### src/rtl/tdm_rx_pkg.sv
package tdm_rx_pkg;
    parameter int unsigned WORD_MAX  = 32;
    parameter int unsigned SLOTS_MAX = 16;

    // Per-bit directive from the framer to the deserializer.
    typedef struct packed {
        logic take;     // this bit lies inside the capture window
        logic fresh;    // this bit belongs to a frame that starts now
        logic restart;  // clear the word counters after this bit
    } bit_ctl_t;
endpackage

### src/rtl/tdm_rx_edge.sv
module tdm_rx_edge (
    input  logic clk_i,
    input  logic rst_ni,
    input  logic fsync_i,
    output logic rise_o
);
    logic sync_d, sync_q;

    always_comb begin
        sync_d = fsync_i;
        rise_o = fsync_i & ~sync_q;
    end

    always_ff @(posedge clk_i) begin
        if (!rst_ni) sync_q <= 1'b0;
        else         sync_q <= sync_d;
    end
endmodule

### src/rtl/tdm_rx_framer.sv
module tdm_rx_framer
    import tdm_rx_pkg::*;
#(
    parameter int WORD_MAX  = tdm_rx_pkg::WORD_MAX,
    parameter int SLOTS_MAX = tdm_rx_pkg::SLOTS_MAX,
    localparam int CNT_W    = $clog2(WORD_MAX * SLOTS_MAX + 2),
    localparam int WIDTH_W  = $clog2(WORD_MAX + 1),
    localparam int SLOT_W   = $clog2(SLOTS_MAX + 1),
    localparam int OFF_W    = CNT_W - 1
) (
    input  logic               clk_i,
    input  logic               rst_ni,
    input  logic               rise_i,
    input  logic [WIDTH_W-1:0] cfg_width_i,
    input  logic [SLOT_W-1:0]  cfg_slots_i,
    input  logic [OFF_W-1:0]   cfg_offset_i,
    input  logic               cfg_delay_i,
    output bit_ctl_t           ctl_o,
    output logic               err_o
);
    typedef struct packed {
        logic [CNT_W-1:0] pos;   // frame clock of the next bit
        logic             run;   // at least one frame has started
        logic             err;
    } frm_t;

    frm_t frm_d, frm_q;

    logic [CNT_W-1:0] flen, limit, here, data_idx, dly;
    logic             tail, fresh, live;

    always_comb begin
        dly   = CNT_W'(cfg_delay_i);
        flen  = CNT_W'(cfg_width_i) * CNT_W'(cfg_slots_i);
        limit = flen + dly;
        // With delayed data the last bit of a full frame shares a clock
        // with the next sync edge; that bit still belongs to the old frame.
        tail  = rise_i & cfg_delay_i & frm_q.run & (frm_q.pos == flen);
        fresh = rise_i & ~tail;
        here  = fresh ? '0 : frm_q.pos;
        live  = fresh | (frm_q.run & (frm_q.pos < limit));
        data_idx = here - dly;

        ctl_o.take    = live & (here >= dly) & (data_idx >= CNT_W'(cfg_offset_i))
                        & (data_idx < flen);
        ctl_o.fresh   = fresh;
        ctl_o.restart = tail;

        frm_d     = frm_q;
        frm_d.err = rise_i & frm_q.run & (frm_q.pos < flen);
        frm_d.run = frm_q.run | rise_i;
        if (rise_i)    frm_d.pos = CNT_W'(1);
        else if (live) frm_d.pos = frm_q.pos + CNT_W'(1);

        err_o = frm_q.err;
    end

    always_ff @(posedge clk_i) begin
        if (!rst_ni) frm_q <= '0;
        else         frm_q <= frm_d;
    end
endmodule

### src/rtl/tdm_rx_deser.sv
module tdm_rx_deser
    import tdm_rx_pkg::*;
#(
    parameter int WORD_MAX  = tdm_rx_pkg::WORD_MAX,
    parameter int SLOTS_MAX = tdm_rx_pkg::SLOTS_MAX,
    localparam int WIDTH_W  = $clog2(WORD_MAX + 1),
    localparam int SLOT_W   = $clog2(SLOTS_MAX + 1),
    localparam int CHAN_W   = $clog2(SLOTS_MAX)
) (
    input  logic                clk_i,
    input  logic                rst_ni,
    input  logic                sdata_i,
    input  bit_ctl_t            ctl_i,
    input  logic [WIDTH_W-1:0]  cfg_width_i,
    input  logic [SLOT_W-1:0]   cfg_count_i,
    output logic [WORD_MAX-1:0] word_o,
    output logic [CHAN_W-1:0]   chan_o,
    output logic                valid_o
);
    typedef struct packed {
        logic [WORD_MAX-2:0] shift;
        logic [WIDTH_W-1:0]  bitn;
        logic [SLOT_W-1:0]   wordn;
        logic [WORD_MAX-1:0] word;
        logic [CHAN_W-1:0]   chan;
        logic                valid;
    } des_t;

    des_t des_d, des_q;

    logic [WIDTH_W-1:0]  b_cur, b_nxt, pad;
    logic [SLOT_W-1:0]   c_cur, c_nxt;
    logic [WORD_MAX-1:0] joined, aligned;
    logic                grab;

    always_comb begin
        b_cur   = ctl_i.fresh ? '0 : des_q.bitn;
        c_cur   = ctl_i.fresh ? '0 : des_q.wordn;
        grab    = ctl_i.take & (c_cur < cfg_count_i);
        joined  = {des_q.shift, sdata_i};
        pad     = WIDTH_W'(WORD_MAX) - cfg_width_i;
        aligned = joined << pad;
        b_nxt   = b_cur;
        c_nxt   = c_cur;

        des_d       = des_q;
        des_d.valid = 1'b0;
        if (grab) begin
            des_d.shift = joined[WORD_MAX-2:0];
            if (b_cur == cfg_width_i - WIDTH_W'(1)) begin
                des_d.valid = 1'b1;
                des_d.word  = WORD_MAX'($signed(aligned) >>> pad);
                des_d.chan  = c_cur[CHAN_W-1:0];
                b_nxt       = '0;
                c_nxt       = c_cur + SLOT_W'(1);
            end else begin
                b_nxt = b_cur + WIDTH_W'(1);
            end
        end
        des_d.bitn  = ctl_i.restart ? '0 : b_nxt;
        des_d.wordn = ctl_i.restart ? '0 : c_nxt;
    end

    always_ff @(posedge clk_i) begin
        if (!rst_ni) des_q <= '0;
        else         des_q <= des_d;
    end

    assign word_o  = des_q.word;
    assign chan_o  = des_q.chan;
    assign valid_o = des_q.valid;
endmodule

### src/rtl/tdm_slot_rx.sv
module tdm_slot_rx
    import tdm_rx_pkg::*;
#(
    parameter int WORD_MAX  = tdm_rx_pkg::WORD_MAX,
    parameter int SLOTS_MAX = tdm_rx_pkg::SLOTS_MAX,
    localparam int CNT_W    = $clog2(WORD_MAX * SLOTS_MAX + 2),
    localparam int WIDTH_W  = $clog2(WORD_MAX + 1),
    localparam int SLOT_W   = $clog2(SLOTS_MAX + 1),
    localparam int CHAN_W   = $clog2(SLOTS_MAX),
    localparam int OFF_W    = CNT_W - 1
) (
    input  logic                clk_i,
    input  logic                rst_ni,
    input  logic                fsync_i,
    input  logic                sdata_i,
    input  logic [WIDTH_W-1:0]  cfg_width_i,
    input  logic [SLOT_W-1:0]   cfg_slots_i,
    input  logic [OFF_W-1:0]    cfg_offset_i,
    input  logic [SLOT_W-1:0]   cfg_count_i,
    input  logic                cfg_delay_i,
    output logic [WORD_MAX-1:0] word_o,
    output logic [CHAN_W-1:0]   chan_o,
    output logic                valid_o,
    output logic                frame_err_o
);
    logic     rise;
    bit_ctl_t ctl;

    tdm_rx_edge u_edge (
        .clk_i   (clk_i),
        .rst_ni  (rst_ni),
        .fsync_i (fsync_i),
        .rise_o  (rise)
    );

    tdm_rx_framer #(.WORD_MAX(WORD_MAX), .SLOTS_MAX(SLOTS_MAX)) u_framer (
        .clk_i        (clk_i),
        .rst_ni       (rst_ni),
        .rise_i       (rise),
        .cfg_width_i  (cfg_width_i),
        .cfg_slots_i  (cfg_slots_i),
        .cfg_offset_i (cfg_offset_i),
        .cfg_delay_i  (cfg_delay_i),
        .ctl_o        (ctl),
        .err_o        (frame_err_o)
    );

    tdm_rx_deser #(.WORD_MAX(WORD_MAX), .SLOTS_MAX(SLOTS_MAX)) u_deser (
        .clk_i       (clk_i),
        .rst_ni      (rst_ni),
        .sdata_i     (sdata_i),
        .ctl_i       (ctl),
        .cfg_width_i (cfg_width_i),
        .cfg_count_i (cfg_count_i),
        .word_o      (word_o),
        .chan_o      (chan_o),
        .valid_o     (valid_o)
    );
endmodule

### config.mk
export PLATFORM = sky130hd
export DESIGN_NAME = tdm_slot_rx
export DESIGN_NICKNAME = d
export VERILOG_FILES = /design/src/rtl/tdm_rx_pkg.sv /design/src/rtl/tdm_rx_edge.sv /design/src/rtl/tdm_rx_framer.sv /design/src/rtl/tdm_rx_deser.sv /design/src/rtl/tdm_slot_rx.sv
export SDC_FILE = /design/constraint.sdc
export NUM_CORES = 1
export LEC_CHECK = 0
export BUFFER_PORTS_ARGS = -buffer_cell sky130_fd_sc_hd__buf_2
export CELL_PAD_IN_SITES_DETAIL_PLACEMENT = 0
export CELL_PAD_IN_SITES_GLOBAL_PLACEMENT = 2
export CORE_UTILIZATION = 30
export CTS_CLUSTER_SIZE = 40
export DETAILED_ROUTE_END_ITERATION = 8
export PLACE_DENSITY = 0.72
export SYNTH_ARGS = -nofsm -noshare
export SYNTH_HDL_FRONTEND = slang
export SYNTH_HIERARCHICAL = 1
export SYNTH_SLANG_ARGS = --single-unit
### constraint.sdc
create_clock -name clk_i -period 9.3 [get_ports clk_i]
set_clock_uncertainty 0.05 [all_clocks]
set_input_delay 0.93 -clock clk_i [delete_from_list [all_inputs] [get_ports clk_i]]
set_output_delay 0.93 -clock clk_i [all_outputs]
set_load 0.02 [all_outputs]
==> impl_metrics.ini <==
[pwr]
p_switching_mw = 0.543
peakVddDrop_uv = 85.6
pwr-share-clk_pct = 30.7
power.density_nw_per_um2 = 126
p_int_mw = 0.849
p_leak_nw = 4.38
power_frac_comb_pct = 40.3
seqPwrFrac_pct = 29.0
swShare_pct = 39.0
p_total_mw = 1.39

[grt]
grt_use_met2_pct = 28.0
grt_most_used_layer = met2
overflow = 0
antenna_found_initial = 2
grt.met3_usage_pct = 2.92
grt_pass1_vias = 8843
grt_pass1_wl_um = 52600
grtUsageMet1_pct = 27.6
grt_max_degree = 59
grt_use_total_pct = 18.8

[routing]
via_per_inst = 5.48
avgRoutedWirePerCell_um = 19.3
drt-total-wl_um = 33400
drc = 0
drt_pass1_iterations = 7
drt_iter0_markers = 764
ant_nets = 0
num_vias = 9467

[timing]
fin_crit_ps = 8550
slew_violations = 0
tightest_slew_ps = 1160
hold_violations = 0
fmax_mhz = 117
setup-violations-final = 0
finalCritPeriodShare_pct = 92.0
rsz0062_at_grt = no
hold_ws_ps = 399
slew_headroom_pct = 22.6
timing.setup.tns_ps = 0

[floorplan]
die_area_um2 = 35400
die_h_um = 188
io_pins = 68
core_area_um2 = 33800
die_x_um = 188
row_count = 67
start_util_pct = 30.8

[logic_synthesis]
synth-seq-cells = 92
ys_async_sr_fraction_pct = 0
synth-main-ff-cell = dfxtp_1
yosys.cell_types.count = 103
synth_nets = 1406
netlist_instances = 1297
yosysWarnings = 6
ys_seq_area_share_pct = 17.7
avgSynthCellArea_um2 = 8.02
synthesis.area_um2 = 10400
synthTopCellsByArea = dfxtp_1, ha_1, nand2_1
yosys.area.top_type = dfxtp_1
yosys.area.top_type_share_pct = 17.7
synth_edf_count = 0

[clock_network]
numCtsBuffers = 9
cts.sinks = 92
postCtsSetupBuffers = 0
path_clk_slew_ps = 70
htree_levels = 3
root_buffer = clkbuf_16
cts_hold_buffers = 0
tritoncts = done
cts-resized-gates = 0
clk_latency_ps = 370
cts_buffer_depth = 2

[critical_path]
cpPeakStageDelay_ps = 540
cp_max_fo = 15
worstPathArrival_ps = 8800
crit_type = in2reg
r2r-start = u_framer/frm_q[4]
worst_path_max_delay_cell = fa_1
worstSetupEndpointType = register
r2r_slack_ps = 3980
cp_common_cell = ha_1
timing.rr.end = u_deser/word_o[14]
cp.required_ps = 9550
cp-start-kind = input port
rr_worst_depth = 20

[final_layout]
diodes = 0
fin_cells = 1729
final_cell_mix = nand2_1, a21oi_1, dfxtp_1, nor2_1, ha_1
nFillCells = 3622
regArea_um2 = 1840
final_nets = 1385
multiInputGateArea_um2 = 7600
syn_to_final_growth_pct = 6.58
drive_above_1_share_pct = 16.3
layout_commonest_cell = nand2_1

[place]
portBuffers = 67
dp.cells = 1713
dp_hpwl_um = 25300
gp_congestion = 0.877

[run_status]
outcome = completed

[min_path]
hold_depth = 1
worstHoldStart = u_deser/word_o[6]
worstHoldPathType = reg2reg
min_to = u_deser/word_o[6]

[flow_run]
cap_violations = 0
==> registers in the layout (all words and copies together), names as in the netlist <==
register and flops:
u_framer/frm_q 11, u_framer/err_o 1, u_deser/chan_o 4, u_deser/des_q 42, u_deser/word_o 32, u_deser/valid_o 1, u_edge/sync_q 1
==> final cells by class <==
class | instances | area share (%)
timing repair buffer | 93 | 4.81
multi-input combinational | 1023 | 68.6
clock inverter | 6 | 0.835
tap | 448 | 5.06
clock buffer | 10 | 2.16
inverter | 57 | 1.93
sequential | 92 | 16.6
==> stage by stage <==
step | util, % | setup WS (ps) | cell area, um2
detailed placement | 31.8 | 288 | 10800
floorplan | - | 953 | 10400
global placement | 31.8 | 472 | 10800
finish | 32.8 | 746 | 11100
CTS | 32.8 | 644 | 11100
global route | 32.8 | 235 | 11100
==> cells in the mapped netlist (12+ instances only) <==
cell and count:
mux2_2 23, buf_4 45, inv_1 54, nand2_1 170, nand2b_1 12, nand3_1 35, a21oi_1 104, and2_1 26
clkbuf_1 47, xnor2_1 22, ha_1 68, xor2_1 15, buf_2 19, nor2b_1 23, dfxtp_1 92, a31oi_1 20
nor3_1 20, o21ai_0 57, mux2i_1 58, a211oi_1 15, nor2_1 79, nand4_1 13, mux4_2 25
==> cell families (layout without fill, tap and decap cells) <==
group                      count (synthesis)  after routing  synth area share [%]
and+or+nand+nor                          441            441                  21.0
AOI/OAI and AO/OA                        345            345                  22.7
buffers and inverters                    182            166                  9.28
muxes                                    118            118                  15.2
DFF                                       92             92                  17.7
adders and majority gates                 79             79                  10.3
xor gates and xnor gates                  40             40                  3.75
==> worst max-delay path by stage <==
| stage | startpoint | endpoint | slack, ps | cells past startpoint |
|---|---|---|---|---|
| 3_3_place_gp | cfg_width_i[1] | u_deser/word_o[14] | 470 | 32 |
| 5_1_grt | cfg_width_i[1] | u_deser/word_o[5] | 240 | 31 |
| 2_1_floorplan | cfg_slots_i[4] | u_deser/word_o[14] | 950 | 33 |
| 3_5_place_dp | cfg_width_i[1] | u_deser/word_o[19] | 290 | 32 |
| 4_1_cts | cfg_width_i[1] | u_deser/word_o[19] | 640 | 32 |
| 6_report | cfg_width_i[1] | u_deser/word_o[14] | 750 | 32 |
==> worst max-delay path: cells and delay by family <==
family / cells / cell delay, ps
fa+ha+maj: 7 / 2890
simple gates: 10 / 2220
buf+inv: 3 / 280
compound gates: 11 / 2260
xor+xnor: 1 / 220
==> metal layers <==
metal	routed length, um	vias to the layer above
li1	-	4659
met3	1610	37
met4	591	2
met1	16800	4560
met5	13	-
met2	14400	209
==> power groups by stage <==
stage / combinational, mW / sequential [mW] / clock [mW]
floorplan: 0.414 / 0.410 / 0
global placement: 0.561 / 0.413 / 0
detailed placement: 0.557 / 0.413 / 0
CTS: 0.560 / 0.404 / 0.443
global route: 0.621 / 0.404 / 0.456
finish: 0.562 / 0.404 / 0.427
No activity file was read; power rests on OpenSTA's default activity.
